===== config.mk =====
export PLATFORM = sky130hd
export DESIGN_NAME = keygate_unlock
export DESIGN_NICKNAME = d
export VERILOG_FILES = /design/src/rtl/keygate_pkg.sv /design/src/rtl/keygate_fsm.sv /design/src/rtl/keygate_scratch.sv /design/src/rtl/keygate_unlock.sv
export SDC_FILE = /design/constraint.sdc
export NUM_CORES = 1
export LEC_CHECK = 0
export CAP_MARGIN = 0
export CORE_MARGIN = 2
export CORE_UTILIZATION = 40
export DETAILED_ROUTE_END_ITERATION = 8
export PLACE_DENSITY_LB_ADDON = 0.25
export SLEW_MARGIN = 20
export SYNTH_ARGS = -nofsm -noshare
export SYNTH_HDL_FRONTEND = slang
export SYNTH_SLANG_ARGS = --single-unit

===== constraint.sdc =====
create_clock -name clk -period 2.4 [get_ports clk]
set_input_delay 0.24 -clock clk [delete_from_list [all_inputs] [get_ports clk]]
set_output_delay 0.24 -clock clk [all_outputs]
set_load 0.01 [all_outputs]

===== src/rtl/keygate_pkg.sv =====
// Package: shared types and key constants for the write-protect key gate.
// Assumes a 32-bit data bus; key values are fixed at design time.
package keygate_pkg;

    typedef enum logic [1:0] {
        KG_LOCKED = 2'd0,
        KG_HALF   = 2'd1,
        KG_OPEN   = 2'd2
    } kg_state_t;

    localparam logic [31:0] KG_KEY_A = 32'h83E7_0B13;
    localparam logic [31:0] KG_KEY_B = 32'h95A4_F1E0;

endpackage


===== src/rtl/keygate_fsm.sv =====
// Module: keygate_fsm
// Tracks the two-step key sequence and reports whether the gate is open.
// Assumes wr_a and wr_b are never high together (distinct offsets).
module keygate_fsm
    import keygate_pkg::*;
#(
    parameter int          DATA_W = 32,
    parameter logic [31:0] KEY_A  = KG_KEY_A,
    parameter logic [31:0] KEY_B  = KG_KEY_B
) (
    input  logic              clk,
    input  logic              rst_n,
    input  logic              wr_a,
    input  logic              wr_b,
    input  logic [DATA_W-1:0] wdata,
    output logic              open_o
);

    kg_state_t st;

    // Step the key sequence on each key write; any mismatch relocks.
    always_ff @(posedge clk) begin
        if (!rst_n) begin
            st <= KG_LOCKED;
        end else if (wr_a) begin
            st <= (wdata == KEY_A[DATA_W-1:0]) ? KG_HALF : KG_LOCKED;
        end else if (wr_b) begin
            st <= (st == KG_HALF && wdata == KEY_B[DATA_W-1:0]) ? KG_OPEN : KG_LOCKED;
        end
    end

    // Gate is open only in the final state.
    always_comb open_o = (st == KG_OPEN);

    // reset leaves the gate locked.
    a_r1_reset_locked: assert property (@(posedge clk) !rst_n |=> !open_o);

    // the gate opens only right after a correct second-key write.
    a_r2_open_after_key_b: assert property (@(posedge clk) disable iff (!rst_n)
        $rose(open_o) |-> $past(wr_b && wdata == KEY_B[DATA_W-1:0]));

    // a wrong second key always leaves the gate locked.
    a_r4_bad_key_b_locks: assert property (@(posedge clk) disable iff (!rst_n)
        (wr_b && wdata != KEY_B[DATA_W-1:0]) |=> !open_o);

    // any first-key write, zero included, closes the gate.
    a_r5_key_a_closes: assert property (@(posedge clk) disable iff (!rst_n)
        wr_a |=> !open_o);

endmodule


===== src/rtl/keygate_scratch.sv =====
// Module: keygate_scratch
// A small bank of protected scratch words with an address-decoded read port.
// Assumes the caller gates wr with the unlock state; word offsets are 4-byte aligned.
module keygate_scratch #(
    parameter int ADDR_W = 8,
    parameter int DATA_W = 32,
    parameter int WORDS  = 3,
    parameter int BASE   = 'h60
) (
    input  logic              clk,
    input  logic              rst_n,
    input  logic [ADDR_W-1:0] addr,
    input  logic              wr,
    input  logic [DATA_W-1:0] wdata,
    output logic              hit_o,
    output logic [DATA_W-1:0] rdata_o
);

    localparam int STRIDE = 4;

    logic [DATA_W-1:0] mem [WORDS];
    logic [WORDS-1:0]  word_hit;

    for (genvar i = 0; i < WORDS; i++) begin : g_word
        // Decode this word's offset.
        always_comb word_hit[i] = (addr == ADDR_W'(BASE + STRIDE * i));

        // Store data on a qualified write to this word.
        always_ff @(posedge clk) begin
            if (!rst_n) begin
                mem[i] <= '0;
            end else if (wr && word_hit[i]) begin
                mem[i] <= wdata;
            end
        end

        // a word not written by a qualified write keeps its value.
        a_r6_word_hold: assert property (@(posedge clk) disable iff (!rst_n)
            !(wr && word_hit[i]) |=> $stable(mem[i]));
    end

    // Select the addressed word for the read port.
    always_comb begin
        rdata_o = '0;
        for (int j = 0; j < WORDS; j++) begin
            if (word_hit[j]) rdata_o = mem[j];
        end
    end

    // Flag that the address falls on a scratch word.
    always_comb hit_o = |word_hit;

endmodule


===== src/rtl/keygate_unlock.sv =====
// Module: keygate_unlock (top)
// Decodes the key offsets, runs the key sequence, qualifies writes to the
// protected file and hosts the scratch words. Assumes one write per strobe cycle.
module keygate_unlock
    import keygate_pkg::*;
#(
    parameter int          ADDR_W     = 8,
    parameter int          DATA_W     = 32,
    parameter int          SCR_WORDS  = 3,
    parameter int          SCR_BASE   = 'h60,
    parameter int          KEY_A_OFS  = 'h6C,
    parameter int          KEY_B_OFS  = 'h70,
    parameter logic [31:0] KEY_A      = KG_KEY_A,
    parameter logic [31:0] KEY_B      = KG_KEY_B
) (
    input  logic              clk,
    input  logic              rst_n,
    input  logic              bus_we,
    input  logic [ADDR_W-1:0] bus_addr,
    input  logic [DATA_W-1:0] bus_wdata,
    output logic [DATA_W-1:0] bus_rdata,
    output logic              prot_we_o
);

    logic              hit_a, hit_b, key_hit;
    logic              gate_open;
    logic              scr_hit;
    logic [DATA_W-1:0] scr_rdata;

    // Decode the two key offsets.
    always_comb begin
        hit_a   = (bus_addr == ADDR_W'(KEY_A_OFS));
        hit_b   = (bus_addr == ADDR_W'(KEY_B_OFS));
        key_hit = hit_a | hit_b;
    end

    keygate_fsm #(
        .DATA_W (DATA_W),
        .KEY_A  (KEY_A),
        .KEY_B  (KEY_B)
    ) u_fsm (
        .clk    (clk),
        .rst_n  (rst_n),
        .wr_a   (bus_we && hit_a),
        .wr_b   (bus_we && hit_b),
        .wdata  (bus_wdata),
        .open_o (gate_open)
    );

    // Qualify non-key writes with the open state.
    always_comb prot_we_o = bus_we && gate_open && !key_hit;

    keygate_scratch #(
        .ADDR_W (ADDR_W),
        .DATA_W (DATA_W),
        .WORDS  (SCR_WORDS),
        .BASE   (SCR_BASE)
    ) u_scr (
        .clk     (clk),
        .rst_n   (rst_n),
        .addr    (bus_addr),
        .wr      (prot_we_o),
        .wdata   (bus_wdata),
        .hit_o   (scr_hit),
        .rdata_o (scr_rdata)
    );

    // Return scratch data; keys and other offsets read as zero.
    always_comb bus_rdata = scr_hit ? scr_rdata : '0;

    // no qualified write while the key sequence has not completed.
    a_r9_qual_needs_open: assert property (@(posedge clk) disable iff (!rst_n)
        !gate_open |-> !prot_we_o);

    // a key offset never returns data.
    always_comb begin
        if (rst_n && key_hit) begin
            a_r8_key_reads_zero: assert (bus_rdata == '0);
        end
    end

endmodule


==> reports/qor.csv <==
stage,metric,value,unit
layout,Antenna Cells,0,
critical_path,WP buf/inv,3,
critical_path,worst path cell trace,"clkdlybuf4s50_1, nor4b_4, nand3b_4, buf_4, nor2_1, clkdlybuf4s50_1",
clock_network,H-tree Lvls,3,
critical_path,FF-to-FF Start,u_fsm.st[0]$_SDFFE_PN0P_,
sta,relative slew slack,59.8,%
flow_run,max-cap viol count,0,
clock_network,clock slew at reported path FFs,0.06,ns
grt,Tot GR Track Use,19.0,%
floorplan,Die X,111,um
yosys,Synth Instances,429,
floorplan,core area,11300,um^2
sta,clk_skew,0.00724,ns
critical_path,"Req. time, crit path",2.16,ns
detailed_routing,Post-DRT Antenna Nets,0,
clock_network,CTS Buf Count,9,
yosys,Post-Syn Area per Cell,10.7,um^2
layout,layout cells sized above 1,9.65,%
power_and_ir_drop,switching power,0.807,mW
detailed_routing,via/cell ratio,5.17,
layout,fin nets,556,
power_and_ir_drop,Peak VDD IR,0.370,mV
yosys,#FFs+latches synth,98,
sta,Slew @ Worst Pin,0.595,ns
clock_network,Clock Tree Buf Depth,2,
critical_path,worst reg2reg path depth,4,
detailed_routing,drt pass-1 iters,4,
critical_path,most frequent CP cell,clkdlybuf4s50_1,
critical_path,slowest CP cell,clkdlybuf4s50_1,
floorplan,Core Rows,39,
grt,grt total ovfl,0,
min_path,min-delay worst type,flop to flop,
placed_design,Placer Congestion,0.791,
floorplan,Top Ports,76,
sta,Tcrit/Tclk final,97.2,%
critical_path,Critical Path Max Stage Delay,0.54,ns
layout,fin cells,661,
yosys,"Seq/Total Area, Yosys",63.4,%
critical_path,CP Class,input port to primary output,
power_and_ir_drop,Clk pwr share,39.2,%
detailed_routing,routed via count,3416,
power_and_ir_drop,Pint,3.04,mW
critical_path,CP max FO,12,
layout,Finished Core Util,53.8,%
outcome,outcome,completed,
placed_design,hpwl dp,8040,um
power_and_ir_drop,PwrDens,632,nW/um^2
detailed_routing,initial drt markers,208,
clock_network,Skew-Pair Late Insertion Delay,0.34,ns
sta,final period demand of the worst path,2.33,ns
detailed_routing,final WL,11500,um
detailed_routing,DR DRC count,0,
detailed_routing,WL/cell,17.4,um
yosys,Netlist cell types,35,
sta,RSZ-0062 raised after global routing,no,
yosys,Synthesis Warnings,0,
placed_design,IO buf count,75,
critical_path,WP data arrival,2.09,ns
critical_path,"CP delay by family, top",buffers and inverters,
sta,max-slew violation count,0,
floorplan,Initial Utilization,40.7,%
sta,final hold vios,0,
layout,Area Overhead vs Synth,32.0,%
power_and_ir_drop,total power,3.85,mW
yosys,post-synthesis net count,472,
power_and_ir_drop,leakage,2.52,nW
sta,final setup fails,0,
grt,global-route wire length before repair,18200,um
power_and_ir_drop,sequential group share of total power,51.4,%
critical_path,reg2reg setup slack,0.59,ns
critical_path,RR Endpoint,u_scr.mem[2][0]$_SDFFCE_PN0P_,
placed_design,dpl cells,643,
grt,vias in the first global route,3455,
clock_network,hold_buf cts,0,
critical_path,Worst setup SP type,input port,
grt,pin count of the biggest net entering global routing,33,
clock_network,clock sinks,98,
clock_network,CTS tree,yes,
power_and_ir_drop,switching share of power,21.0,%
power_and_ir_drop,combinational power share,9.3,%
floorplan,Die ar.,12400,um^2
critical_path,crit path to,bus_rdata[9],
sta,fmax,0.429,GHz
yosys,Synth Cell Area,4610,um^2
critical_path,Critical Path Stages,6,
grt,initial antenna violation count,0,
critical_path,crit end category,primary output,
clock_network,clk root buf,clkbuf_16,
floorplan,Chip Height,111,um
critical_path,Setup crit start,bus_addr[0],
-- worst register-to-register path, stage by stage, from the launching register on --
cell and delay [ns]:
dfxtp_1 0.33, nand3b_1 0.27, or4b_1 0.55, nand2_2 0.15
buf_12 0.20
-- metrics by stage --
step                hold WS, ns  setup TNS [ns]  area (um^2)  setup WS [ns]
floorplan                 0.445               0         4620          0.133
global placement          0.477           -1.66         5700        -0.0505
detailed placement        0.479           -7.41         5700        -0.0947
CTS                       0.488               0         6020        0.00796
global route              0.512               0         6090        0.00449
finish                    0.488               0         6090         0.0669
-- power groups by stage --
stage	combinational [mW]	sequential [mW]	clock, mW
4_1_cts	0.362	1.98	1.52
3_3_place_gp	0.354	2.01	0
6_report	0.358	1.98	1.51
3_5_place_dp	0.359	2.01	0
2_1_floorplan	0.171	2.01	0
5_1_grt	0.391	1.99	1.59
-- cells in the mapped netlist --
cell / count / area share (%)
nand3b_1: 1 / 0.16
nor3b_1: 1 / 0.16
o2111ai_1: 1 / 0.19
and3b_1: 1 / 0.19
inv_1: 1 / 0.081
a31oi_1: 1 / 0.14
a21boi_0: 1 / 0.16
edfxtp_1: 96 / 63
clkbuf_1: 17 / 1.4
or2_2: 1 / 0.14
or4_1: 3 / 0.49
a21oi_1: 32 / 3.5
and2_1: 1 / 0.14
or3_1: 2 / 0.27
buf_2: 10 / 1.1
nor3_1: 2 / 0.22
nand2_1: 36 / 2.9
nand4b_1: 3 / 0.57
nor4b_1: 3 / 0.57
mux2i_1: 32 / 6.9
nor2b_1: 2 / 0.27
nand4_1: 2 / 0.27
nand2b_1: 1 / 0.14
or4b_1: 1 / 0.22
nor4b_4: 1 / 0.52
buf_1: 1 / 0.081
and3_1: 1 / 0.14
and4b_1: 2 / 0.43
dfxtp_1: 2 / 0.87
buf_6: 3 / 0.73
o31ai_1: 1 / 0.16
nand3b_2: 1 / 0.24
nor4bb_1: 4 / 0.87
nand3_1: 2 / 0.22
nor2_1: 160 / 13
-- layout make-up --
class	count	area [um^2]
Fill cell	1015	5240
Timing Repair Buffer	104	1120
Tap cell	143	179
Clock buffer	12	236
Multi-Input combinational cell	299	1550
Clock inverter	4	76.3
Inverter	1	3.75
Sequential cell	98	2920
-- sequential cells by signal, indices dropped and copies added, names as in the netlist --
register / count
u_scr.mem: 96
u_fsm.st: 2
-- cells in the final DEF (no fill, tap or decap), types with 2 or more instances in the layout --
cell             netlist  routed
or4_1                  3       3
nand4b_1               3       3
clkbuf_1              17       3
nor4b_1                3       3
edfxtp_1              96      96
nor2_1               160     160
or3_1                  2       2
a21oi_1               32      32
dlymetal6s2s_1         0      21
buf_12                 0       8
buf_4                  0      21
mux2i_1               32      32
nand2_1               36      33
nor4bb_1               4       4
nor3_1                 2       2
and4b_1                2       2
nand4_1                2       2
clkbuf_16              0       9
bufinv_16              0       2
nand3_1                2       2
clkdlybuf4s50_1        0      53
dfxtp_1                2       2
nand2_2                0       3
-- worst min path at each step --
stage | start | cells past startpoint | slack (ns) | endpoint
finish | u_fsm.st[1]$_SDFFE_PN0P_ | 2 | 0.49 | u_fsm.st[1]$_SDFFE_PN0P_
global route | u_fsm.st[1]$_SDFFE_PN0P_ | 2 | 0.51 | u_fsm.st[1]$_SDFFE_PN0P_
CTS | u_fsm.st[1]$_SDFFE_PN0P_ | 2 | 0.49 | u_fsm.st[1]$_SDFFE_PN0P_
detailed placement | u_fsm.st[1]$_SDFFE_PN0P_ | 2 | 0.48 | u_fsm.st[1]$_SDFFE_PN0P_
global placement | u_fsm.st[1]$_SDFFE_PN0P_ | 2 | 0.48 | u_fsm.st[1]$_SDFFE_PN0P_
floorplan | u_fsm.st[0]$_SDFFE_PN0P_ | 2 | 0.44 | u_fsm.st[0]$_SDFFE_PN0P_
-- per-layer routing --
layer / track usage, % / up-vias / part of all wire [%] / wire length [um]
li1: - / 1656 / - / -
met1: 24.8 / 1622 / 44 / 5040
met2: 32.0 / 119 / 48 / 5570
met3: 3.27 / 19 / 5.5 / 629
met4: 7.49 / 0 / 2.2 / 253
met5: 0 / - / 0 / 0
-- cell families (layout without fill, tap and decap cells) --
| logic type | count (synthesis) | count (layout) | share of synthesized area [%] |
|---|---|---|---|
| simple gates | 231 | 231 | 22.2 |
| flops | 98 | 98 | 63.4 |
| compound gates | 36 | 36 | 4.12 |
| mux | 32 | 32 | 6.95 |
| buf+inv | 32 | 121 | 3.36 |
-- what timing repair did --
action / 4_1_cts / 5_1_grt
buffers inserted: 0 / 2
setup endpoints to repair: 10 / 32
pin swaps: 0 / 2
gates resized for setup: 1 / 21
No activity file was read; power rests on OpenSTA's default activity.
